$ cat config.mk
export PLATFORM = sky130hd
export DESIGN_NAME = prio_ack_ctrl
export DESIGN_NICKNAME = d
export VERILOG_FILES = /design/src/rtl/prio_ack_pkg.sv /design/src/rtl/prio_lifo.sv /design/src/rtl/ack_word_fmt.sv /design/src/rtl/prio_ack_ctrl.sv
export SDC_FILE = /design/constraint.sdc
export NUM_CORES = 1
export LEC_CHECK = 0
export BUFFER_PORTS_ARGS = -buffer_cell sky130_fd_sc_hd__buf_2
export CAP_MARGIN = 5
export CORE_UTILIZATION = 23
export DETAILED_ROUTE_END_ITERATION = 6
export GPL_ROUTABILITY_DRIVEN = 0
export SLEW_MARGIN = 20
export SYNTH_ARGS = -nofsm -noshare
export SYNTH_HDL_FRONTEND = slang
export SYNTH_HIERARCHICAL = 1
export SYNTH_SLANG_ARGS = --single-unit
$ cat constraint.sdc
create_clock -name clk -period 7 [get_ports clk]
set_input_delay 1.05 -clock clk [delete_from_list [all_inputs] [get_ports clk]]
set_output_delay 1.05 -clock clk [all_outputs]
set_load 0.05 [all_outputs]
$ cat src/rtl/prio_ack_pkg.sv
package prio_ack_pkg;
    localparam int BUS_W = 32;
    localparam int ADR_W = 8;
    localparam logic [ADR_W-1:0] OFF_BASE = 8'h00;
    localparam logic [ADR_W-1:0] OFF_CUR  = 8'h08;
    localparam logic [ADR_W-1:0] OFF_ACK  = 8'h10;
    localparam logic [ADR_W-1:0] OFF_EOI  = 8'h18;

    typedef enum logic [2:0] {
        SEL_NONE,
        SEL_BASE,
        SEL_CUR,
        SEL_ACK,
        SEL_EOI
    } reg_sel_e;
endpackage

$ cat src/rtl/prio_lifo.sv
module prio_lifo #(
    parameter int DEPTH = 14,
    parameter int W     = 4
) (
    input  logic         clk,
    input  logic         rst_n,
    input  logic         push,
    input  logic         pop,
    input  logic [W-1:0] push_val,
    output logic [W-1:0] top_val,
    output logic         ovf,
    output logic         unf
);
    localparam int CNT_W = $clog2(DEPTH + 1);
    localparam logic [CNT_W-1:0] FULL = CNT_W'(DEPTH);

    typedef struct packed {
        logic [DEPTH-1:0][W-1:0] mem;
        logic [CNT_W-1:0]        cnt;
        logic                    ovf;
        logic                    unf;
    } lifo_t;

    lifo_t st_d, st_q;

    always_comb begin
        st_d = st_q;
        if (push) begin
            if (st_q.cnt == FULL) begin
                st_d.ovf = 1'b1;
            end else begin
                st_d.mem[st_q.cnt] = push_val;
                st_d.cnt = st_q.cnt + 1'b1;
            end
        end else if (pop) begin
            if (st_q.cnt == '0) begin
                st_d.unf = 1'b1;
            end else begin
                st_d.cnt = st_q.cnt - 1'b1;
            end
        end
    end

    always_ff @(posedge clk) begin
        if (!rst_n) st_q <= '0;
        else        st_q <= st_d;
    end

    assign top_val = (st_q.cnt == '0) ? '0 : st_q.mem[CNT_W'(st_q.cnt - 1'b1)];
    assign ovf     = st_q.ovf;
    assign unf     = st_q.unf;

    // occupancy never exceeds the depth
    a_r9_count_bound: assert property (@(posedge clk) disable iff (!rst_n)
        st_q.cnt <= FULL);

    // push into a full stack keeps it full and raises the flag
    a_r9_full_push: assert property (@(posedge clk) disable iff (!rst_n)
        (push && st_q.cnt == FULL) |=> (st_q.cnt == FULL && ovf));

    // pop from empty raises underflow and stays empty
    a_r10_empty_pop: assert property (@(posedge clk) disable iff (!rst_n)
        (pop && !push && st_q.cnt == '0) |=> (unf && st_q.cnt == '0));

    // underflow flag is sticky
    a_r10_unf_sticky: assert property (@(posedge clk) disable iff (!rst_n)
        unf |=> unf);
endmodule

$ cat src/rtl/ack_word_fmt.sv
module ack_word_fmt #(
    parameter int VEC_W = 9,
    parameter int WORD_W = 32
) (
    input  logic [WORD_W-VEC_W-3:0] base,
    input  logic [VEC_W-1:0]        vec,
    input  logic                    wide,
    output logic [WORD_W-1:0]       word
);
    localparam int BASE_W = WORD_W - VEC_W - 2;

    logic [WORD_W-1:0] narrow_word;
    logic [WORD_W-1:0] wide_word;

    assign narrow_word = {base, vec, 2'b00};
    assign wide_word   = {base[BASE_W-1:1], vec, 3'b000};
    assign word        = wide ? wide_word : narrow_word;
endmodule

$ cat src/rtl/prio_ack_ctrl.sv
module prio_ack_ctrl
    import prio_ack_pkg::*;
#(
    parameter int VEC_W = 9,
    parameter int PRI_W = 4,
    parameter int DEPTH = 14
) (
    input  logic             clk,
    input  logic             rst_n,
    input  logic             bus_sel,
    input  logic             bus_wr,
    input  logic [ADR_W-1:0] bus_addr,
    input  logic [BUS_W-1:0] bus_wdata,
    input  logic [3:0]       bus_be,
    output logic [BUS_W-1:0] bus_rdata,
    input  logic             win_valid,
    input  logic [VEC_W-1:0] win_vec,
    input  logic [PRI_W-1:0] win_pri,
    input  logic             entry_mode,
    output logic             irq_out,
    output logic [PRI_W-1:0] cur_pri,
    output logic             ovf_flag,
    output logic             unf_flag
);
    localparam int BASE_W = BUS_W - VEC_W - 2;
    localparam int LOW_W  = BUS_W - BASE_W;

    typedef struct packed {
        logic [BASE_W-1:0] base;
        logic [VEC_W-1:0]  vec;
        logic [PRI_W-1:0]  pri;
        logic [PRI_W-1:0]  cur;
        logic              irq;
    } regs_t;

    regs_t r_d, r_q;

    reg_sel_e         sel;
    logic             rd_acc, wr_acc;
    logic             ack_rd, eoi_wr, eoi_rd, base_wr;
    logic [PRI_W-1:0] stk_top;
    logic [BUS_W-1:0] base_merge;
    logic [BUS_W-1:0] ack_word;

    always_comb begin
        case (bus_addr)
            OFF_BASE: sel = SEL_BASE;
            OFF_CUR:  sel = SEL_CUR;
            OFF_ACK:  sel = SEL_ACK;
            OFF_EOI:  sel = SEL_EOI;
            default:  sel = SEL_NONE;
        endcase
    end

    assign rd_acc  = bus_sel && !bus_wr;
    assign wr_acc  = bus_sel && bus_wr;
    assign ack_rd  = rd_acc && (sel == SEL_ACK);
    assign eoi_rd  = rd_acc && (sel == SEL_EOI);
    assign eoi_wr  = wr_acc && (sel == SEL_EOI);
    assign base_wr = wr_acc && (sel == SEL_BASE);

    always_comb begin
        base_merge = {r_q.base, {LOW_W{1'b0}}};
        for (int b = 0; b < 4; b++) begin
            if (bus_be[b]) base_merge[8*b +: 8] = bus_wdata[8*b +: 8];
        end
    end

    always_comb begin
        r_d = r_q;
        if (base_wr) r_d.base = base_merge[BUS_W-1:LOW_W];
        if (ack_rd)      r_d.cur = r_q.pri;
        else if (eoi_wr) r_d.cur = stk_top;
        r_d.irq = win_valid && (win_pri > r_d.cur);
        if (r_d.irq) begin
            r_d.vec = win_vec;
            r_d.pri = win_pri;
        end
    end

    always_ff @(posedge clk) begin
        if (!rst_n) r_q <= '0;
        else        r_q <= r_d;
    end

    prio_lifo #(.DEPTH(DEPTH), .W(PRI_W)) u_stack (
        .clk      (clk),
        .rst_n    (rst_n),
        .push     (ack_rd),
        .pop      (eoi_wr),
        .push_val (r_q.cur),
        .top_val  (stk_top),
        .ovf      (ovf_flag),
        .unf      (unf_flag)
    );

    ack_word_fmt #(.VEC_W(VEC_W), .WORD_W(BUS_W)) u_fmt (
        .base (r_q.base),
        .vec  (r_q.vec),
        .wide (entry_mode),
        .word (ack_word)
    );

    always_comb begin
        bus_rdata = '0;
        if (rd_acc) begin
            case (sel)
                SEL_BASE: bus_rdata = {r_q.base, {LOW_W{1'b0}}};
                SEL_CUR:  bus_rdata = BUS_W'(r_q.cur);
                SEL_ACK:  bus_rdata = ack_word;
                default:  bus_rdata = '0;
            endcase
        end
    end

    assign irq_out = r_q.irq;
    assign cur_pri = r_q.cur;

    // a raised line always carries a priority above the current one
    a_r2_irq_above_cur: assert property (@(posedge clk) disable iff (!rst_n)
        irq_out |-> (r_q.pri > r_q.cur));

    // acknowledge makes the captured priority current
    a_r5_ack_loads: assert property (@(posedge clk) disable iff (!rst_n)
        ack_rd |=> (cur_pri == $past(r_q.pri)));

    // end-of-interrupt write restores the stacked priority
    a_r6_eoi_pops: assert property (@(posedge clk) disable iff (!rst_n)
        eoi_wr |=> (cur_pri == $past(stk_top)));

    // end-of-interrupt write leaves the base register alone
    a_r7_eoi_keeps_base: assert property (@(posedge clk) disable iff (!rst_n)
        eoi_wr |=> $stable(r_q.base));

    // end-of-interrupt read has no side effect and reads zero
    a_r8_eoi_read_quiet: assert property (@(posedge clk) disable iff (!rst_n)
        eoi_rd |-> (bus_rdata == '0) ##1 $stable(cur_pri));
endmodule

Word-level counts from Yosys, hierarchy flattened
Index checks and enable logic that the tools add are counted.
Storage, ports and cells
  bits in registers: 101
  input port bits: 63
  word-level logic and storage cells: 76
Operators by class
  $add $sub $neg: 2
  magnitude comparators: 4
  equal/unequal tests: 10
  muxes and demuxes: 16
  bitwise logic cells: 2
  reduce and logical (&&, ||, !) cells: 18
Operator list (number)
  $pmux 32 s3: 1
  $bwmux 56: 1
  $mux 4: 9
  $mux 32: 1
  $bmux 4 s4: 1
  $demux 4 s4: 1
  $eq 8x5->1 const B: 2
  $mux 12: 1
  $pmux 3 s4: 1
  $lt 4x5->1 const B: 2
  $reduce_and 2->1: 5
  $eq 8x4->1 const B: 1
  $logic_not 8->1: 1
  $logic_and 1x1->1: 7
  $eq 3x2->1 const B: 2
  $reduce_and 3->1: 2
  $add 4x1->4 const B: 1
  $eq 4x4->1 const B: 1
  $ge 4x1->1 const B: 1
  $gt 4x4->1: 1
  $logic_not 4->1: 1
  $ne 2x2->1 const B: 2
  $sub 4x1->4 const B: 1
  $eq 3x1->1 const B: 1
  other kinds (4): 5

Longest topological paths before layout
Gate-level depths: netlist of run 1.
  depth after elaboration: 8
  mapped depth: 16

By module
The synthesis of run 1 kept the hierarchy.
By module, submodules not included
  prio_lifo: instances 1, cells an instance 274, area each 2956.6 um^2
  prio_ack_ctrl: instances 1, cells an instance 282, area each 2336.0 um^2
  ack_word_fmt: instances 1, cells an instance 34, area each 324.1 um^2

Least setup slack after synthesis of run 1
Ideal clock, no wire load.
  path type: input -> output
  from: in bus_addr[2]
  to: out bus_rdata[11]
  data arrival time: 2.751 ns
  slack: 3.199 ns
  stages: 5
  buffers on the path: 1
  path through: or4_4 -> nor2_1 -> nand3_2 -> buf_2 -> nor2_1
Between the ends
  longest elaborated chain between the ends: 5
  elaborated cells between the ends (all ways): 10
  those cells by class: eq/ne: 6; mux: 3; reduce/logical: 1
Ends and longest elaborated chain
  from (decl): RTL line prio_ack_ctrl.sv:12  | input logic [ADR_W-1:0] bus_addr,
  $eq 8x5->1 (tied with other cells): RTL line prio_ack_ctrl.sv:46  | case (bus_addr)
  $pmux 3 s4 (*): RTL line prio_ack_ctrl.sv:46
  $eq 3x2->1 or $eq 3x1->1 (tied branches): RTL line prio_ack_ctrl.sv:107  | case (sel)
  $pmux 32 s3 (*): RTL line prio_ack_ctrl.sv:107
  $mux 32 (*): RTL line prio_ack_ctrl.sv:106  | if (rd_acc) begin
  to (decl): RTL line prio_ack_ctrl.sv:15  | output logic [BUS_W-1:0] bus_rdata,
Mark *: on every way between the ends. The rest lies on a longest branch, timed or not.

Worst setup path in the final report of run 1
  from: reg u_stack/st_q[2] (netlist bit)
  to: reg r_q[11] (netlist bit)
Between the ends
  longest elaborated chain between the ends: 8
  elaborated cells between the ends (all ways): 9
  those cells by class: add/sub: 1; order compare: 1; mux: 5; reduce/logical: 2
Ends and longest elaborated chain
  from (decl): RTL line prio_lifo.sv:24  | lifo_t st_d, st_q;
  from (signal assigned): RTL line prio_lifo.sv:46  | else st_q <= st_d;
  $sub 4x1->4: RTL line prio_lifo.sv:49  | assign top_val = (st_q.cnt == '0) ? '0 : st_q.mem[CNT_W'(st_q.cnt - 1'b1)];
  $bmux 4 s4: RTL line prio_lifo.sv:49
  $mux 4 (implied by the code): RTL line prio_lifo.sv:49
  $mux 4 (*): RTL line prio_lifo.sv:49
  via stk_top[1]: RTL line prio_ack_ctrl.sv:41  | logic [PRI_W-1:0] stk_top;
  $mux 4 (*): RTL line prio_ack_ctrl.sv:73  | else if (eoi_wr) r_d.cur = stk_top;
  $mux 4 (*): RTL line prio_ack_ctrl.sv:72  | if (ack_rd) r_d.cur = r_q.pri;
  $gt 4x4->1 (*): RTL line prio_ack_ctrl.sv:74  | r_d.irq = win_valid && (win_pri > r_d.cur);
  $logic_and 1x1->1 (*): RTL line prio_ack_ctrl.sv:74
  to (signal assigned): RTL line prio_ack_ctrl.sv:83  | else r_q <= r_d;
  to (decl): RTL line prio_ack_ctrl.sv:36  | regs_t r_d, r_q;
The timed path passes the listed nets; every way through them passes the cells marked *. The select of a mux whose other input is x is not followed.
A chain may end at the register's enable or synchronous reset.

==> results of run 1 <==
## worst register-to-register path: stages, from the launching register on
cell	delay, ns
dfxtp_1	0.31
buf_4	0.34
inv_1	0.15
ha_1	0.72
mux4_2	0.34
mux2i_1	0.10
a211oi_1	0.32
nand4_1	0.11
nand3_1	0.18
o21ai_0	0.12
ha_1	0.30
nor2b_1	0.14
o211ai_1	0.10
a21oi_2	0.80
mux2i_1	0.27
## layer usage
metal  vias up  GRT usage [%]
met1      1928           13.8
met4         0           4.53
met2        94           18.0
met3         9           2.64
li1       2135              -
met5         -              0
## metrics by stage
stage / setup slack, ns / util (%)
6_report: 2.63 / 27.1
5_1_grt: 2.27 / 27.1
4_1_cts: 2.59 / 27.1
3_5_place_dp: 2.60 / 25.7
3_3_place_gp: 2.69 / 25.7
2_1_floorplan: 3.20 / -
## logic make-up after synthesis
logic type | after synthesis | synth area share, %
buf+inv | 72 | 8.02
compound gates | 68 | 9.36
flops | 101 | 36.0
other cells | 1 | 0.0668
simple gates | 224 | 20.2
mux | 112 | 23.6
xor+xnor | 3 | 0.735
fa+ha+maj | 9 | 2.00
## area by class of cell
type                            count  area share, %
Clock inverter                      5           1.17
Clock buffer                       10           3.73
Sequential cell                   101           31.6
Timing Repair Buffer               95           7.65
Tap cell                          319           6.23
Inverter                            8          0.469
Multi-Input combinational cell    418           49.2
## path summary, 6_finish.rpt
kind,start,to,slack [ns],cells past startpoint
max reg2reg,u_stack/st_q[2]$_SDFFE_PN0P_,r_q[11]$_SDFFE_PN0P_,2.63,14
min,u_stack/ovf$_SDFFE_PN0P_,u_stack/ovf$_SDFFE_PN0P_,0.47,2
max,u_stack/st_q[2]$_SDFFE_PN0P_,r_q[11]$_SDFFE_PN0P_,2.63,14
min reg2reg,u_stack/ovf$_SDFFE_PN0P_,u_stack/ovf$_SDFFE_PN0P_,0.47,2
## registers in the layout (all words and copies together), names as in the netlist
register      count
u_stack/ovf       1
u_stack/unf       1
r_q              34
u_stack/st_q     60
cur_pri           4
irq_out           1
## Yosys cell counts, drive strengths merged (12+ instances only)
master | count | area share [%]
nand3 | 20 | 2.2
nor2 | 90 | 6.6
mux2i | 87 | 16
and3 | 12 | 1.3
mux2 | 13 | 3.2
a22oi | 25 | 4.2
mux4 | 12 | 4.9
nand2 | 68 | 4.7
clkbuf | 22 | 1.7
o21ai | 14 | 1.2
buf | 42 | 5.8
dfxtp | 101 | 36
## power groups by stage
stage	clock network (uW)	registers (uW)	logic [uW]
after CTS	553	584	68.2
after global placement	0	597	67.3
after global routing	574	584	74.7
after detailed placement	0	597	68.0
after floorplan	0	597	41.7
final	538	584	67.2
==> metrics.md, run 1 <==
| Metric | Value |
|---|---|
| # Post-CTS Setup Buffers | `0` |
| Share of layout cells above drive strength 1 | `28.3%` |
| Slowest library cell on the worst path | `a21oi_2` |
| MaxCap Viol Count | `0` |
| Post-synthesis register bit count | `101` |
| Root buf cell | `clkbuf_16` |
| Clock Power Share | `45.3%` |
| DR WL met3 | `831 um` |
| Antenna violations before repair | `0` |
| WP data arrival | `4.65 ns` |
| Sw Ratio | `22.0%` |
| Cell area after layout | `6410 um^2` |
| Dpl cell area | `6090 um^2` |
| Syn Area/Cell | `9.52 um^2` |
| Synthesized area | `5620 um^2` |
| Via/cell ratio | `4.36` |
| Status | `finished clean` |
| Net Sw Power | `262 uW` |
| Die height | `158 um` |
| Unrepaired setup endpoints after global routing | `false` |
| Asr flop ratio synth | `0%` |
| Post-cts sizing count | `0` |
| TritonCTS Sinks | `101` |
| Max-slew violations | `0` |
| P per Cell Area | `186 nW/um^2` |
| FP Rows | `56` |
| Vias in the first global route | `3958` |
| Uppermost layer routed | `met4` |
| Setup TNS | `0 ns` |
| Hold buffers post-CTS | `0` |
| Final hold violation count | `0` |
| Hold WC Path Type | `register to register` |
| All-layer global routing usage | `11.0%` |
| Post-DP HPWL | `9400 um` |
| DRT Pass-1 Iters | `5` |
| Crit-path max cell delay | `0.80 ns` |
| Netlist cell types | `58` |
| Reg clk slew, reported paths | `0.06 ns` |
| Top delay family on crit path | `compound AO/OA/AOI/OAI gates` |
| Leading cell type in the layout, fill and taps excluded | `dfxtp_1` |
| Register area share after synthesis | `36.0%` |
| Layout Cells excl Fill | `956` |
| Multi-input logic area | `3150 um^2` |
| CTS tree | `done` |
| # DRC | `0` |
| IO Pins | `102` |
| Buffers added on ports | `89` |
| Largest net degree at the start of global routing | `77` |
| Fin crit period | `4.37 ns` |
| Final nets | `705` |
| Post-synth EDFFs | `0` |
| Worst skew pair latency | `0.35 ns` |
| VDD IR max | `0.124 mV` |
| Synth warnings | `6` |
| Die X-Extent | `158 um` |
| Crit path cell chain | `buf_4 -> inv_1 -> ha_1 -> mux4_2 -> mux2i_1 -> a211oi_1 -> nand4_1 -> nand3_1 -> o21ai_0 -> ha_1 -> nor2b_1 -> o211ai_1 -> a21oi_2 -> mux2i_1` |
| CP Data Required Time | `7.28 ns` |
| Synth Instances | `590` |
| Post-DRT Antenna Nets | `0` |
| Final setup fails | `0` |
| Filler instances | `2553` |
| Global-route wire length before repair | `21200 um` |
| P&R area growth vs syn | `14.1%` |
| Met2 wire length | `6260 um` |
| Initial Util | `23.7%` |
| Highest attainable clock frequency | `229 MHz` |
| Ys flop type | `dfxtp_1` |
| Setup crit start kind | `register` |
| N_diodes | `0` |
| 1st-iter DRT viols | `298` |
| Tot Pwr | `1190 uW` |
| H-tree levels | `3` |
| Final hold slack | `0.469 ns` |
| Core outline area | `23700 um^2` |
| Crit-path max FO | `23` |
| Leading cell types in the layout, fill and taps excluded | `101 x dfxtp_1, 89 x buf_2, 87 x mux2i_1` |
| Critical path class | `register to register` |
| DP Cell Count | `941` |
| Logic gate share of total power | `5.7%` |
| Global route overflow | `0` |
| WL met1 | `6260 um` |
| CTS Buf Count | `9` |
| Layout Skew | `0.00716 ns` |
| Power Internal | `927 uW` |
| Relative slew margins | `30.2%` |
| Total number of vias | `4166` |
| Clock Tree Buf Depth | `2` |
| Die area | `25000 um^2` |
| Routed wire length per instance | `14.1 um` |
| Buf+Inv Stages, Crit Path | `2` |
| Storage cell area | `2020 um^2` |
| Final WL | `13500 um` |
| Worst Max-Slew Pin Slew | `1.05 ns` |
| Lkg Pwr | `0.00267 uW` |
| Setup crit end kind | `register` |
| Seq pwr share | `49.1%` |
| Crit share post-route | `62.4%` |
No activity file was read; power rests on OpenSTA's default activity.
==> inputs of run 2 (changes only) <==
==> constraint.sdc (replaced) <==
create_clock -name clk -period 4.1 [get_ports clk]
set_input_delay 0.615 -clock clk [delete_from_list [all_inputs] [get_ports clk]]
set_output_delay 0.615 -clock clk [all_outputs]
set_load 0.05 [all_outputs]
==> metrics.md, run 2 (synthesis results as in run 1) <==
| Metric | Value |
|---|---|
| Status | `finished clean` |
| Hold WC Path Type | `register to register` |
| N_diodes | `0 (unchanged)` |
| CTS tree | `done` |
| H-tree levels | `3 (unchanged)` |
| Pre-CTS setup slack | `0.646 ns (-1.95 ns)` |
| Total number of vias | `4224 (+1.4%)` |
| Global-route wire length before repair | `21000 um (-0.91%)` |
| MaxCap Viol Count | `0 (unchanged)` |
| Core outline area | `23700 um^2 (unchanged)` |
| Final hold violation count | `0 (unchanged)` |
| Biggest register | `u_stack/st_q` |
| Crit path cell chain | `inv_1 -> ha_1 -> buf_4 -> mux4_2 -> a221oi_1 -> a211oi_1 -> nand4_1 -> nand3_1 -> o21ai_0 -> ha_1 -> nor2b_1 -> o211ai_1 -> a21oi_2 -> buf_4 -> and2_1` |
| Global route overflow | `0 (unchanged)` |
| Relative slew margins | `30.5% (+0.29 points)` |
| Initial Util | `23.7% (unchanged)` |
| Worst Max-Slew Pin Slew | `1.04 ns (-0.00593 ns)` |
| Vias in the first global route | `3973 (+0.38%)` |
| Share of layout cells above drive strength 1 | `29.0% (+0.73 points)` |
| Largest net degree at the start of global routing | `76 (-1.3%)` |
| TritonCTS Sinks | `101 (unchanged)` |
| Critical Path Stages | `15 (+1)` |
| Worst hold stages | `2 (unchanged)` |
| Post-DRT Antenna Nets | `0 (unchanged)` |
| Die height | `158 um (unchanged)` |
| Slowest library cell on the worst path | `dfxtp_1` |
| Unrepaired setup endpoints after global routing | `false` |
| All-layer global routing usage | `11.0% (about the same)` |
| Crit path setup slack, layout | `0.597 ns (-2.03 ns)` |
| Antenna violations before repair | `0 (unchanged)` |
| Crit-path max FO | `10 (-57%)` |
| Setup crit end kind | `register` |
| 1st-iter DRT viols | `309 (+3.7%)` |
| Crit-path max cell delay | `0.43 ns (-0.37 ns)` |
| Buffers added on ports | `89 (unchanged)` |
| Final WL | `13600 um (+0.80%)` |
| Reg clk slew, reported paths | `0.07 ns (about the same)` |
| Max FFs per register | `60 (unchanged)` |
| Die area | `25000 um^2 (unchanged)` |
| # DRC | `0 (unchanged)` |
| Max-slew violations | `0 (unchanged)` |
| Filler instances | `2543 (-0.39%)` |
| Net Sw Power | `468 uW (+78%)` |
| Routed wire length per instance | `14.1 um (about the same)` |
| Logic gate share of total power | `6.1% (+0.4 points)` |
| Reg2Reg Depth | `15 (+1)` |
| Sw Ratio | `24.3% (+2.2 points)` |
| Top delay family on crit path | `compound AO/OA/AOI/OAI gates` |
| WP data arrival | `3.75 ns (-0.90 ns)` |
| CP Data Required Time | `4.35 ns (-2.93 ns)` |
| Lkg Pwr | `0.00268 uW (+0.55%)` |
| Die X-Extent | `158 um (unchanged)` |
| Leading cell type in the layout, fill and taps excluded | `dfxtp_1` |
| Layout Skew | `0.00959 ns (+0.00243 ns)` |
| IO Pins | `102 (unchanged)` |
| Setup crit start kind | `register` |
| Worst skew pair latency | `0.35 ns (about the same)` |
| Highest attainable clock frequency | `286 MHz (+25%)` |
| DRT Pass-1 Iters | `6 (+1)` |
| Seq pwr share | `51.7% (+2.6 points)` |
| Final nets | `712 (+0.99%)` |
| Buf+Inv Stages, Crit Path | `3 (+1)` |
| Clock Tree Buf Depth | `2 (unchanged)` |
| CTS Buf Count | `9 (unchanged)` |
| Clock Power Share | `42.2% (-3.1 points)` |
| Final hold slack | `0.470 ns (+0.00147 ns)` |
| Fin crit period | `3.50 ns (-0.865 ns)` |
| Setup TNS | `0 ns (unchanged)` |
| FP Rows | `56 (unchanged)` |
| Post-cts sizing count | `0 (unchanged)` |
| Critical path class | `register to register` |
| Hold buffers post-CTS | `0 (unchanged)` |
| Via/cell ratio | `4.38 (+0.55%)` |
| Root buf cell | `clkbuf_16` |
| Crit share post-route | `85.4% (+23 points)` |
| Power Internal | `1460 uW (+57%)` |
| Post-DP HPWL | `9490 um (+0.95%)` |
| Final setup fails | `0 (unchanged)` |
| P&R area growth vs syn | `14.3%` |
| Leading cell types in the layout, fill and taps excluded | `101 x dfxtp_1, 89 x buf_2, 87 x mux2i_1` |
| VDD IR max | `0.178 mV (+43%)` |
| # Post-CTS Setup Buffers | `0 (unchanged)` |
| P per Cell Area | `300 nW/um^2 (+62%)` |
==> run 2: tightest hold or removal path, stage by stage (launching register included) <==
cell and delay [ns]:
dfxtp_1 0.33, nor2_1 0.05, nor2_1 0.07
==> run 2: final cells by class <==
class | count | area, um^2 | share of cell area [%]
Tap cell | 319 | 399 | 6.22
Timing Repair Buffer | 102 | 543 | 8.46
Sequential cell | 101 | 2020 | 31.5
Multi-Input combinational cell | 418 | 3150 | 49.1
Clock inverter | 6 | 46.3 | 0.721
Inverter | 8 | 30.0 | 0.468
Clock buffer | 10 | 229 | 3.57
==> run 2: power groups by stage <==
stage	clock (uW)	combinational (uW)	sequential, uW
after floorplan	0	71.2	1020
after global placement	0	115	1020
after detailed placement	0	117	1020
after CTS	840	117	996
after global routing	888	129	997
final	813	117	996
==> run 2: stage by stage <==
stage	power [uW]	std cells	cell area (um^2)	util, %
finish	1930	964	6420	27.1
global route	2010	964	6420	27.1
CTS	1950	964	6420	27.1
detailed placement	1140	948	6150	26.0
global placement	1130	948	6150	26.0
floorplan	1090	591	5620	-
==> run 2: routing by layer <==
layer  global-route usage, %  wire, um  up-vias
met1                    13.1      6190     1965
met2                    18.8      6440       99
met4                    2.52       129        0
met5                       0         0        -
met3                    3.70       819        9
li1                        -         -     2151
==> run 2: path summary, 6_finish.rpt <==
check	from	to	slack (ns)
max	u_stack/st_q[3]$_SDFFE_PN0P_	irq_out$_SDFF_PN0_	0.60
min	u_stack/ovf$_SDFFE_PN0P_	u_stack/ovf$_SDFFE_PN0P_	0.47
max reg2reg	u_stack/st_q[3]$_SDFFE_PN0P_	irq_out$_SDFF_PN0_	0.60
min reg2reg	u_stack/ovf$_SDFFE_PN0P_	u_stack/ovf$_SDFFE_PN0P_	0.47
==> inputs of run 3 (changes only) <==
--- a/config.mk
+++ b/config.mk
@@ -7,6 +7,8 @@
 export LEC_CHECK = 0
 export BUFFER_PORTS_ARGS = -buffer_cell sky130_fd_sc_hd__buf_2
 export CAP_MARGIN = 5
+export CORE_ASPECT_RATIO = 0.7
+export CORE_MARGIN = 2
 export CORE_UTILIZATION = 23
 export DETAILED_ROUTE_END_ITERATION = 6
 export GPL_ROUTABILITY_DRIVEN = 0
==> metrics.md, run 3 (synthesis results as in run 1) <==
| Metric | Value |
|---|---|
| Status | `finished clean` |
| Buf+Inv Stages, Crit Path | `2 (-1)` |
| Worst hold stages | `2 (unchanged)` |
| Filler instances | `2555 (+0.47%)` |
| Max-slew violations | `0 (unchanged)` |
| Post-DRT Antenna Nets | `0 (unchanged)` |
| Core outline area | `23800 um^2 (+0.57%)` |
| 1st-iter DRT viols | `300 (-2.9%)` |
| Final nets | `713 (+0.14%)` |
| Buffers added on ports | `89 (unchanged)` |
| FP Rows | `47 (-16%)` |
| Via/cell ratio | `4.45 (+1.5%)` |
| # DRC | `0 (unchanged)` |
| Critical path's most frequent cell | `ha_1` |
| Max FFs per register | `60 (unchanged)` |
| Total number of vias | `4289 (+1.5%)` |
| Top delay family on crit path | `compound AO/OA/AOI/OAI gates` |
| # Post-CTS Setup Buffers | `0 (unchanged)` |
| Unrepaired setup endpoints after global routing | `false` |
| VDD IR max | `0.195 mV (+9.7%)` |
| Crit-path max FO | `14 (+4)` |
| CTS Buf Count | `9 (unchanged)` |
| Post-DP HPWL | `10300 um (+8.8%)` |
| Share of layout cells above drive strength 1 | `29.3% (+0.26 points)` |
| Multi-input logic area | `3150 um^2 (unchanged)` |
| N_diodes | `0 (unchanged)` |
| Lkg Pwr | `0.00272 uW (+1.3%)` |
| Reg clk slew, reported paths | `0.08 ns (about the same)` |
| Highest attainable clock frequency | `270 MHz (-5.3%)` |
| IO Pins | `102 (unchanged)` |
| Final WL | `14100 um (+4.0%)` |
| All-layer global routing usage | `11.1% (+0.13 points)` |
| Biggest register | `u_stack/st_q` |
| Crit path setup slack, layout | `0.402 ns (-0.195 ns)` |
| Die area | `25700 um^2 (+2.6%)` |
| Slowest library cell on the worst path | `a21oi_2` |
| H-tree levels | `3 (unchanged)` |
| Layout Skew | `0.00965 ns (+0.0000569 ns)` |
| Setup crit end kind | `register` |
| Worst Hold End | `r_q[37]$_SDFFE_PN0P_` |
| Worst r2r dst | `r_q[14]$_SDFFE_PN0P_` |
| Crit path cell chain | `inv_1 -> ha_1 -> buf_12 -> mux4_2 -> a221oi_1 -> a211oi_1 -> nand4_1 -> nand3_1 -> o21ai_0 -> ha_1 -> nor2b_1 -> o211ai_1 -> a21oi_2 -> mux2i_1` |
| Reg2Reg Depth | `14 (-1)` |
| P per Cell Area | `315 nW/um^2 (+4.9%)` |
| CTS tree | `done` |
| DRT Pass-1 Iters | `4 (-2)` |
| Hold Crit Start | `r_q[37]$_SDFFE_PN0P_` |
| Vias in the first global route | `4062 (+2.2%)` |
| Setup crit start kind | `register` |
| Setup TNS | `0 ns (unchanged)` |
| Crit-path max cell delay | `0.81 ns (+0.38 ns)` |
| Pre-CTS setup slack | `0.428 ns (-0.218 ns)` |
| Final setup fails | `0 (unchanged)` |
| Largest net degree at the start of global routing | `76 (unchanged)` |
| Worst Max-Slew Pin Slew | `1.01 ns (-0.0360 ns)` |
| Post-cts sizing count | `0 (unchanged)` |
| Relative slew margins | `33.0% (+2.5 points)` |
| Flop-to-flop setup slack | `0.40 ns (-0.20 ns)` |
| Die height | `135 um (-15%)` |
| P&R area growth vs syn | `15.6%` |
| Worst r2r src | `u_stack/st_q[2]$_SDFFE_PN0P_` |
| Final hold violation count | `0 (unchanged)` |
| Initial Util | `23.6% (-0.13 points)` |
| Hold WC Path Type | `register to register` |
| Critical path class | `register to register` |
| Clock Tree Buf Depth | `2 (unchanged)` |
| Leading cell types in the layout, fill and taps excluded | `101 x dfxtp_1, 89 x buf_2, 87 x mux2i_1` |
| Antenna violations before repair | `0 (unchanged)` |
| Worst skew pair latency | `0.35 ns (about the same)` |
| Die X-Extent | `191 um (+21%)` |
| Hold buffers post-CTS | `0 (unchanged)` |
| CP Data Required Time | `4.38 ns (+0.03 ns)` |
| Global route overflow | `0 (unchanged)` |
| Routed wire length per instance | `14.7 um (+4.0%)` |
| Storage cell area | `2020 um^2 (unchanged)` |
| WP data arrival | `3.98 ns (+0.23 ns)` |
| Fin crit period | `3.70 ns (+0.195 ns)` |
| Crit share post-route | `90.2% (+4.8 points)` |
| Root buf cell | `clkbuf_16` |
| TritonCTS Sinks | `101 (unchanged)` |
| Leading cell type in the layout, fill and taps excluded | `dfxtp_1` |
| MaxCap Viol Count | `0 (unchanged)` |
| Global-route wire length before repair | `22100 um (+5.1%)` |
run 3: how the worst max path moves through the flow:
| stage | startpoint | end | slack [ns] | cells after the start |
|---|---|---|---|---|
| finish | u_stack/st_q[2]$_SDFFE_PN0P_ | r_q[14]$_SDFFE_PN0P_ | 0.40 | 14 |
| global placement | u_stack/st_q[2]$_SDFFE_PN0P_ | r_q[14]$_SDFFE_PN0P_ | 0.48 | 14 |
| CTS | u_stack/st_q[2]$_SDFFE_PN0P_ | r_q[14]$_SDFFE_PN0P_ | 0.40 | 14 |
| global route | u_stack/st_q[3]$_SDFFE_PN0P_ | r_q[14]$_SDFFE_PN0P_ | 0.08 | 14 |
| detailed placement | bus_addr[2] | r_q[14]$_SDFFE_PN0P_ | 0.43 | 10 |
| floorplan | u_stack/st_q[2]$_SDFFE_PN0P_ | r_q[10]$_SDFFE_PN0P_ | 0.56 | 16 |
run 3: worst reg2reg max path: cells and delay by family, from the launching register on:
family | cells | cell delay, ns
compound gates | 5 | 1.42
fa+ha+maj | 2 | 0.61
mux | 2 | 0.60
simple gates | 3 | 0.38
flops | 1 | 0.34
buf+inv | 2 | 0.27
run 3: cell type report:
type	instances	area share [%]
clock buffer	11	3.89
multi-input combinational	418	48.5
sequential	101	31.1
timing repair buffer	103	8.67
tap	318	6.13
clock inverter	5	1.16
inverter	8	0.463
run 3: routing by layer:
metal  track usage (%)  vias to the layer above  part of all wire, %
met4              3.62                        0                  1.6
met5                 0                        -                    0
li1                  -                     2154                    -
met1              16.9                     2019                   53
met2              15.1                      103                   40
met3              2.65                       13                  5.2
run 3: power breakdown:
part | internal (uW) | total, uW | switching, uW
Combinational | 49.1 | 117 | 68.2
Sequential | 989 | 996 | 6.48
Clock | 521 | 930 | 408
run 3: metrics by stage:
| step | std cells | cell area (um^2) | total power [uW] | hold slack [ns] | util (%) |
|---|---|---|---|---|---|
| 3_3_place_gp | 948 | 6160 | 1140 | 0.455 | 25.9 |
| 4_1_cts | 964 | 6490 | 2070 | 0.479 | 27.3 |
| 5_1_grt | 964 | 6490 | 2120 | 0.489 | 27.3 |
| 6_report | 964 | 6490 | 2040 | 0.474 | 27.3 |
| 3_5_place_dp | 948 | 6160 | 1140 | 0.465 | 25.9 |
| 2_1_floorplan | 591 | 5620 | 1090 | 0.443 | - |
